## config.mk

```make
export PLATFORM = sky130hd
export DESIGN_NAME = wstage_fifo
export DESIGN_NICKNAME = d
export VERILOG_FILES = /design/src/rtl/wstage_pkg.sv /design/src/rtl/wstage_store.sv /design/src/rtl/wstage_fill.sv /design/src/rtl/wstage_drain.sv /design/src/rtl/wstage_fifo.sv
export SDC_FILE = /design/constraint.sdc
export NUM_CORES = 2
export LEC_CHECK = 0
export BUFFER_PORTS_ARGS = -buffer_cell sky130_fd_sc_hd__buf_2
export CAP_MARGIN = 10
export CORE_MARGIN = 2
export CORE_UTILIZATION = 50
export DETAILED_ROUTE_END_ITERATION = 10
export PLACE_DENSITY = 0.66
export SYNTH_ARGS = -nofsm -noshare
export SYNTH_HDL_FRONTEND = slang
export SYNTH_HIERARCHICAL = 1
export SYNTH_SLANG_ARGS = --single-unit
```

## constraint.sdc

```tcl
create_clock -name clk -period 2.7 [get_ports clk]
set_clock_uncertainty 0.1 [all_clocks]
set_input_delay 0 -clock clk [delete_from_list [all_inputs] [get_ports clk]]
set_output_delay 0 -clock clk [all_outputs]
set_load 0.02 [all_outputs]
```

## src/rtl/wstage_pkg.sv

```systemverilog
package wstage_pkg;
  // Bit width needed to index n distinct values (at least one bit).
  function automatic int unsigned idx_w(input int unsigned n);
    return (n > 1) ? $clog2(n) : 1;
  endfunction
endpackage

```

## src/rtl/wstage_store.sv

```systemverilog
module wstage_store
  import wstage_pkg::*;
#(
  parameter int unsigned N     = 8,
  parameter int unsigned DEPTH = 4,
  parameter int unsigned ROW_W = 64
) (
  input  logic                       clk,
  input  logic                       we,
  input  logic [idx_w(DEPTH)-1:0]    wtile,
  input  logic [idx_w(N)-1:0]        wrow,
  input  logic [ROW_W-1:0]           wdata,
  input  logic [idx_w(DEPTH)-1:0]    rtile,
  input  logic [idx_w(N)-1:0]        rrow,
  output logic [ROW_W-1:0]           rdata
);
  localparam int unsigned TW = idx_w(DEPTH);

  logic [ROW_W-1:0] bank_out [DEPTH];

  // One bank of N rows per tile slot; writes decode the slot index.
  for (genvar t = 0; t < DEPTH; t++) begin : g_tile
    logic [ROW_W-1:0] rows [N];
    logic             bank_we;

    assign bank_we = we && (wtile == TW'(t));

    always_ff @(posedge clk) begin
      if (bank_we) begin
        rows[wrow] <= wdata;
      end
    end

    assign bank_out[t] = rows[rrow];
  end

  assign rdata = bank_out[rtile];
endmodule

```

## src/rtl/wstage_fill.sv

```systemverilog
module wstage_fill
  import wstage_pkg::*;
#(
  parameter int unsigned N     = 8,
  parameter int unsigned DEPTH = 4
) (
  input  logic                    clk,
  input  logic                    rst_n,
  input  logic                    fire,
  output logic [idx_w(DEPTH)-1:0] tile,
  output logic [idx_w(N)-1:0]     row,
  output logic                    partial,
  output logic                    tile_done
);
  localparam int unsigned RW = idx_w(N);
  localparam int unsigned TW = idx_w(DEPTH);

  logic [RW-1:0] row_q, row_d;
  logic [TW-1:0] tile_q, tile_d;
  logic          at_end;

  assign at_end = (row_q == RW'(N - 1));

  always_comb begin
    row_d  = row_q;
    tile_d = tile_q;
    if (fire) begin
      if (at_end) begin
        row_d  = '0;
        tile_d = (tile_q == TW'(DEPTH - 1)) ? '0 : tile_q + TW'(1);
      end else begin
        row_d = row_q + RW'(1);
      end
    end
  end

  always_ff @(posedge clk or negedge rst_n) begin
    if (!rst_n) begin
      row_q  <= '0;
      tile_q <= '0;
    end else if (fire) begin
      row_q  <= row_d;
      tile_q <= tile_d;
    end
  end

  assign tile      = tile_q;
  assign row       = row_q;
  assign partial   = (row_q != '0);
  assign tile_done = fire && at_end;
endmodule

```

## src/rtl/wstage_drain.sv

```systemverilog
module wstage_drain
  import wstage_pkg::*;
#(
  parameter int unsigned N     = 8,
  parameter int unsigned DEPTH = 4
) (
  input  logic                    clk,
  input  logic                    rst_n,
  input  logic                    gnt,
  output logic                    active,
  output logic                    first,
  output logic                    last,
  output logic [idx_w(DEPTH)-1:0] tile,
  output logic [idx_w(N)-1:0]     row
);
  localparam int unsigned RW = idx_w(N);
  localparam int unsigned TW = idx_w(DEPTH);

  logic          act_q, act_d;
  logic [RW-1:0] row_q, row_d;
  logic [TW-1:0] tile_q, tile_d;
  logic          step_en;
  logic          at_end;

  assign at_end  = (row_q == RW'(N - 1));
  assign step_en = act_q | gnt;

  always_comb begin
    act_d  = act_q;
    row_d  = row_q;
    tile_d = tile_q;
    if (act_q) begin
      if (at_end) begin
        act_d  = 1'b0;
        row_d  = '0;
        tile_d = (tile_q == TW'(DEPTH - 1)) ? '0 : tile_q + TW'(1);
      end else begin
        row_d = row_q + RW'(1);
      end
    end
    if (gnt) begin
      act_d = 1'b1;
    end
  end

  always_ff @(posedge clk or negedge rst_n) begin
    if (!rst_n) begin
      act_q  <= 1'b0;
      row_q  <= '0;
      tile_q <= '0;
    end else if (step_en) begin
      act_q  <= act_d;
      row_q  <= row_d;
      tile_q <= tile_d;
    end
  end

  assign active = act_q;
  assign first  = act_q && (row_q == '0);
  assign last   = act_q && at_end;
  assign tile   = tile_q;
  assign row    = row_q;
endmodule

```

## src/rtl/wstage_fifo.sv

```systemverilog
module wstage_fifo
  import wstage_pkg::*;
#(
  parameter int unsigned N      = 8,
  parameter int unsigned ELEM_W = 8,
  parameter int unsigned DEPTH  = 4
) (
  input  logic                          clk,
  input  logic                          rst_n,
  input  logic                          wr_valid,
  input  logic [N*ELEM_W-1:0]           wr_row,
  output logic                          wr_ready,
  input  logic                          tile_req,
  input  logic                          shadow_busy,
  output logic                          tile_gnt,
  output logic                          rd_valid,
  output logic [N*ELEM_W-1:0]           rd_row,
  output logic                          rd_first,
  output logic                          rd_last,
  output logic [idx_w(DEPTH+1)-1:0]     occ_complete,
  output logic [idx_w(DEPTH+1)-1:0]     occ_held
);
  localparam int unsigned ROW_W = N * ELEM_W;
  localparam int unsigned RW    = idx_w(N);
  localparam int unsigned TW    = idx_w(DEPTH);
  localparam int unsigned CW    = idx_w(DEPTH + 1);

  // Reset release synchroniser.
  logic [1:0] rst_sync_q;
  logic       rst_i_n;

  always_ff @(posedge clk or negedge rst_n) begin
    if (!rst_n) begin
      rst_sync_q <= 2'b00;
    end else begin
      rst_sync_q <= {rst_sync_q[0], 1'b1};
    end
  end
  assign rst_i_n = rst_sync_q[1];

  logic [TW-1:0]    fill_tile, drain_tile;
  logic [RW-1:0]    fill_row, drain_row;
  logic             partial, tile_done;
  logic             deliv, d_first, d_last;
  logic             fire;
  logic [ROW_W-1:0] store_rd;
  logic [CW-1:0]    cnt_q, cnt_d;
  logic             cnt_en;
  logic [CW:0]      slots_taken;

  assign slots_taken = {1'b0, cnt_q} + (CW+1)'(deliv);
  assign wr_ready    = (slots_taken < (CW+1)'(DEPTH));
  assign fire        = wr_valid && wr_ready;
  assign tile_gnt    = tile_req && (cnt_q != '0) && !deliv && !shadow_busy;

  wstage_fill #(.N(N), .DEPTH(DEPTH)) u_fill (
    .clk       (clk),
    .rst_n     (rst_i_n),
    .fire      (fire),
    .tile      (fill_tile),
    .row       (fill_row),
    .partial   (partial),
    .tile_done (tile_done)
  );

  wstage_drain #(.N(N), .DEPTH(DEPTH)) u_drain (
    .clk    (clk),
    .rst_n  (rst_i_n),
    .gnt    (tile_gnt),
    .active (deliv),
    .first  (d_first),
    .last   (d_last),
    .tile   (drain_tile),
    .row    (drain_row)
  );

  wstage_store #(.N(N), .DEPTH(DEPTH), .ROW_W(ROW_W)) u_store (
    .clk   (clk),
    .we    (fire),
    .wtile (fill_tile),
    .wrow  (fill_row),
    .wdata (wr_row),
    .rtile (drain_tile),
    .rrow  (drain_row),
    .rdata (store_rd)
  );

  // Complete-tile counter.
  assign cnt_en = tile_done | tile_gnt;

  always_comb begin
    cnt_d = cnt_q;
    if (tile_done) cnt_d = cnt_d + CW'(1);
    if (tile_gnt)  cnt_d = cnt_d - CW'(1);
  end

  always_ff @(posedge clk or negedge rst_i_n) begin
    if (!rst_i_n) begin
      cnt_q <= '0;
    end else if (cnt_en) begin
      cnt_q <= cnt_d;
    end
  end

  assign rd_valid     = deliv;
  assign rd_first     = d_first;
  assign rd_last      = d_last;
  assign rd_row       = deliv ? store_rd : '0;
  assign occ_complete = cnt_q;
  assign occ_held     = cnt_q + CW'(deliv) + CW'(partial);
endmodule

```

# --- Word level (Yosys, flattened, before mapping) ---
# Memory sizes are Yosys's and may differ from the RTL's.
# Index checks and enable logic that the tools add are counted.
word_totals:
  register_bits: 16
  ram_bits: 2048
  inputBits: 69
  output_inout_bits: 75
  word_cells: 72
  mem_count: 4
classes:
  n_addsub: 9
  n_lt_le_gt_ge: 2
  n_eq_ne: 6
  muxes: 21
  bitwise_logic: 3
  n_reduce_logical: 20
mem_list:
  columns: ["name", "depth", "width", "read_ports", "rd_ports_with_merged_regs", "wr", "line_no", "source"]
  rows:
  - ["u_store.g_tile[0].rows", 8, 64, 1, 0, 1, "wstage_store.sv:23", "logic [ROW_W-1:0] rows [N];"]
  - ["u_store.g_tile[1].rows", 8, 64, 1, 0, 1, "wstage_store.sv:23", null]
  - ["u_store.g_tile[2].rows", 8, 64, 1, 0, 1, "wstage_store.sv:23", null]
  - ["u_store.g_tile[3].rows", 8, 64, 1, 0, 1, "wstage_store.sv:23", null]
ops:
  columns: ["cell", "n"]
  rows:
  - ["$mux 64", 3]
  - ["$bmux 64 s2", 1]
  - ["$mux 3", 4]
  - ["$logic_and 1x1->1", 11]
  - ["$mux 1", 11]
  - ["$add 3x1->3 const B", 3]
  - ["$add 3x1->3", 2]
  - ["$eq 2x2->1 const B", 3]
  - ["$eq 3x3->1 const B", 2]
  - ["$reduce_bool 3->1", 2]
  - ["$add 2x1->2 const B", 2]
  - ["$add 3x1->4", 1]
  - ["$lt 4x3->1 const B", 1]
  - ["$mux 2", 2]
  - ["$reduce_and 2->1", 2]
  - ["$ge 3x3->1 const B", 1]
  - ["$logic_not 3->1", 1]
  - ["$not 2->3", 1]
  - ["$reduce_and 3->1", 1]
  - ["$sub 3x1->3 const B", 1]
  - ["$eq 2x1->1 const B", 1]
  - ["$logic_not 1->1", 2]
  - ["$logic_not 2->1", 1]
  - ["$or 1x1->1", 2]

# --- Logic depth before layout (Yosys ltp) ---
logic_depth:
  depth_word: 7
  mapped_depth: 10

# --- Hierarchy ---
# Netlist, hierarchy kept.
by_module_without_submodules:
  columns: ["mod", "n_inst", "cells_each", "area_each_um2"]
  rows:
  - ["wstage_store", 1, 3045, 77709.5]
  - ["wstage_fifo", 1, 103, 790.8]
  - ["wstage_drain", 1, 25, 295.3]
  - ["wstage_fill", 1, 22, 256.5]

# --- Least setup slack after synthesis ---
# Ideal clock, no wire load.
synth_path:
  path_type: "register to register"
  start: "reg u_drain.act_q, in the netlist u_drain/active"
  end: "mem u_store.g_tile[0].rows[0][0], enable pin"
  arrival_ns: 4.816
  slack_ns: -2.703
  stages_incl_launch_ff: 7
  synth_period_minus_slack_ns: 5.403
  path_cell_list: "dfrtp_1 buf_4 a31oi_1 and2_1 or3b_2 clkbuf_1 nor2_1"
synth_via:
  elab_chain_cells: 6
synth_lines:
  columns: ["element", "line_no", "source"]
  rows:
  - ["start, declared", "wstage_drain.sv:19", "logic act_q, act_d;"]
  - ["start signal, assigned", "wstage_drain.sv:52", "act_q <= act_d;"]
  - ["$add 3x1->4", "wstage_fifo.sv:51", "assign slots_taken = {1'b0, cnt_q} + (CW+1)'(deliv);"]
  - ["$lt 4x3->1", "wstage_fifo.sv:52", "assign wr_ready = (slots_taken < (CW+1)'(DEPTH));"]
  - ["via wr_ready", "wstage_fifo.sv:12", "output logic wr_ready,"]
  - ["$logic_and 1x1->1", "wstage_fifo.sv:53", "assign fire = wr_valid && wr_ready;"]
  - ["via fire", "wstage_fifo.sv:45", "logic fire;"]
  - ["$logic_and 1x1->1", "wstage_store.sv:26", "assign bank_we = we && (wtile == TW'(t));"]
  - ["$mux 1", "wstage_store.sv:29", "if (bank_we) begin"]
  - ["$mux 1 (not written as such)", "wstage_store.sv:30", "rows[wrow] <= wdata;"]
  - ["end, declared", "wstage_store.sv:23", null]
# The timed path passes the listed nets, and every way through them passes these cells.

# --- Worst setup path in the final report ---
layout_path:
  start: "reg u_drain.row_q[0], in the netlist u_drain/row[0]"
  end: "out rd_row[58]"
layout_via:
  elab_chain_cells: 5
  word_cells_on_any_way: 8
  classes_between: "mux (4); memory (4)"
layout_lines:
  columns: ["element", "line_no", "source"]
  rows:
  - ["start, declared", "wstage_drain.sv:20", "logic [RW-1:0] row_q, row_d;"]
  - ["start signal, assigned", "wstage_drain.sv:53", "row_q <= row_d;"]
  - ["$mem_v2 8x64", null, null]
  - ["$bmux 64 s2 *", "wstage_store.sv:37", "assign rdata = bank_out[rtile];"]
  - ["$mux 64 (not written as such) * (2 in series)", "wstage_store.sv:37", null]
  - ["via store_rd[58]", "wstage_fifo.sv:46", "logic [ROW_W-1:0] store_rd;"]
  - ["$mux 64 *", "wstage_fifo.sv:108", "assign rd_row = deliv ? store_rd : '0;"]
  - ["end, declared", "wstage_fifo.sv:17", "output logic [N*ELEM_W-1:0] rd_row,"]
# Mark *: on every way through the listed nets, which the timed path passes. The rest lies on a longest branch. The select of a mux whose other input is x is not followed.

==> results.yml <==
run_status:
  run_status: "finished with violations"
  violations: "negative setup slack"
timing:
  clock.fmax_mhz: 276
  slew_headroom: 0.478
  worst_slew_pin_slew_ns: 0.780
  period_share: 1.34
  rsz0062_at_grt: "true"
  min_period_ns: 3.62
  setup_tns_ns: -51.74
  slew_violations: 0
  hold_slack_ns: 0.0961
  setup_viol: 64
  hold_viol_final: 0
  setup_slack_ns: -0.920
drt:
  drt_iter0_drc: 4788
  drc: 0
  drtAntennaViolNets: 0
  wl_per_cell_um: 33.8
  num_vias: 38233
  drt_pass1_iterations: 5
  viasPerCell: 6.35
  drt_wl_total_mm: 203
layout:
  fin_nets: 3868
  drive_gt1_frac: 0.404
  area_growth_pct: 21.0
  final_common_cell: "edfxtp_1"
  final_cell_mix: "2048 x edfxtp_1, 594 x mux4_2, 211 x clkbuf_16"
  final_util: 0.611
synthesis:
  synth_nets: 3277
  postSynthCellCount: 3195
  ys_types: 42
  ys_warn_count: 6
  synth_top_cell_by_area: "edfxtp_1"
  synth_edf_count: 2048
  syn_area_per_cell_um2: 24.7
  async_flop_share: 0.00775
  synth.area.top_cells: "edfxtp_1 78%, mux4_2 17%, mux2_2 1.2%, mux2i_1 0.62%, and2_1 0.55%"
  synth-main-ff-cell: "edfxtp_1"
  seq_area_frac_synth: 0.783
  yosysTopAreaCellShare: 0.778
  syn_area_um2: 79100
  synth_seq_cells: 2064
clocking:
  cts.clk_slew.worst_paths_ns: 0.06
  cts_tree: "built"
  numCtsBuffers: 200
  clockBufferDepth: 3
  insertion_delay_ns: 0.83
  cts_max_level: 4
  cts_root_buf: "clkbuf_16"
  cts_sinks: 2064
place:
  dp_hpwl_mm: 106
  pre_cts_ws_ns: -0.143
  gp_congestion: 0.774
  placement.io_buffers: 143
floorplan:
  core_um2: 157000
  std_cell_rows: 145
  chipWidth_um: 402
  fp.dieArea_um2: 161000
  start_util: 0.505
  io_pins: 144
  die_height_um: 402
grt:
  grt-ovfl-total: 0
  grt_pass1_vias: 38994
  grt_pass1_wl_mm: 288
  grt_antenna_before_repair: 6
  grtUsageTotal: 0.252
  grt_max_degree: 51
setup_path:
  critPathSlowestCell: "dfrtp_4"
  required_ns: 2.60
  crit_type: "register to output pin"
  cp_cell_sequence: "buf_12 -> buf_16 -> buf_12 -> buf_16 -> buf_12 -> mux4_2 -> mux4_2 -> mux2_4 -> and2_4 -> buf_6"
  endpoint_kind: "output pin"
  worst_setup_path_start_kind: "register"
  cp_max_fo: 5
  crit_arrival_ns: 3.52
  slowest_delay_ns: 0.52
  cp_common_cell: "buf_12"
run:
  maxCapViolations: 0
pwr:
  totalPowerFinal_mw: 100
  power_leakage_nw: 30.7
  irDropWorstVdd_uv: 797
  power_per_cell_area_nw_per_um2: 1050
hold_path:
  hold_path.class: "input pin to register"
## power by group
part,leakage [nW],switching [mW],total (mW),internal (mW)
Clock,3.22,12.1,27.9,15.8
Sequential,18.6,0.634,37.2,36.6
Combinational,8.87,16.5,35.3,18.8
## registers in the layout, summed over array words and instances, names as in the netlist
name                 cells
rst_sync_q               2
u_store/g_tile.rows   2048
occ_complete             3
u_drain/tile             2
u_drain/active           1
u_fill/tile              2
u_drain/row              3
u_fill/row               3
## area by class of cell
type,count,area (µm²)
multi-input cells,952,17300
repair buffers,554,7160
clock buffers,255,5270
inverters,14,63.8
flip-flops and latches,2064,61900
diodes,2,5.00
fillers,10410,61000
clock inverters,124,1330
well taps,2058,2570
## per-layer routing
metal	global-route usage	wire, µm
met1	0.362	80200
met2	0.402	99200
met3	0.0487	19000
met4	0.0677	4970
met5	0	69
## metrics by stage
step / area (µm²) / cells
5_1_grt: 95600 / 6021
4_1_cts: 95100 / 6002
2_1_floorplan: 79300 / 3195
6_report: 95600 / 6023
3_3_place_gp: 85400 / 5474
3_5_place_dp: 85400 / 5474
## worst max-delay path: cells and delay by family, from the launching register on
kind	cells	cell delay [ns]
multiplexers	3	1.18
buffers and inverters	6	0.84
flip-flops	1	0.52
AND/OR/NAND/NOR	1	0.16
## kinds of logic (layout without fill, tap and decap cells)
family                     Yosys count  count (layout)  synth area share
AOI/OAI and AO/OA                   62              62           0.00570
xor gates and xnor gates             5               5          0.000554
adders and majority gates           13              13           0.00215
buffers and inverters              179             947            0.0109
DFF                               2064            2064             0.783
muxes                              727             727             0.187
other                                1               3         0.0000474
and+or+nand+nor                    144             144            0.0103
## timing repair
| action | 4_1_cts | 5_1_grt |
|---|---|---|
| resized for setup | 289 | 96 |
| endpoints found under the setup margin | 110 | 68 |
| buffers inserted | 51 | 23 |
| hold buffers | 74 | 1 |
| gates cloned | 25 | 10 |
| pin swaps | 23 | 23 |
| hold endpoints to repair | 2059 | 1 |
## synthesized netlist by cell type (4+ instances only)
cell type / count
mux2_2: 82
buf_1: 18
buf_2: 56
inv_1: 14
nor2_1: 44
mux2i_1: 49
clkbuf_1: 64
buf_4: 23
o22ai_1: 15
nand2_1: 7
dfrtp_1: 16
and2_1: 69
ha_1: 12
a221oi_1: 17
edfxtp_1: 2048
nand3b_1: 5
nand2b_1: 5
mux4_2: 594
o21ai_0: 11
buf_6: 4
## path summary, 6_finish.rpt
kind	startpoint	endpoint	slack [ns]	cells past startpoint
min in group asynchronous	rst_sync_q[1]	occ_complete[0]	0.22	0
max reg2reg	u_drain/active	u_store/g_tile[2].rows[2][20]	0.10	7
max in group asynchronous	rst_sync_q[1]	u_drain/row[1]	1.69	0
min	wr_row[39]	u_store/g_tile[0].rows[3][39]	0.1	2
min reg2reg	rst_sync_q[1]	occ_complete[0]	0.22	0
max	u_drain/row[0]	rd_row[58]	-0.92	10
(Power assumes the default switching activity.)
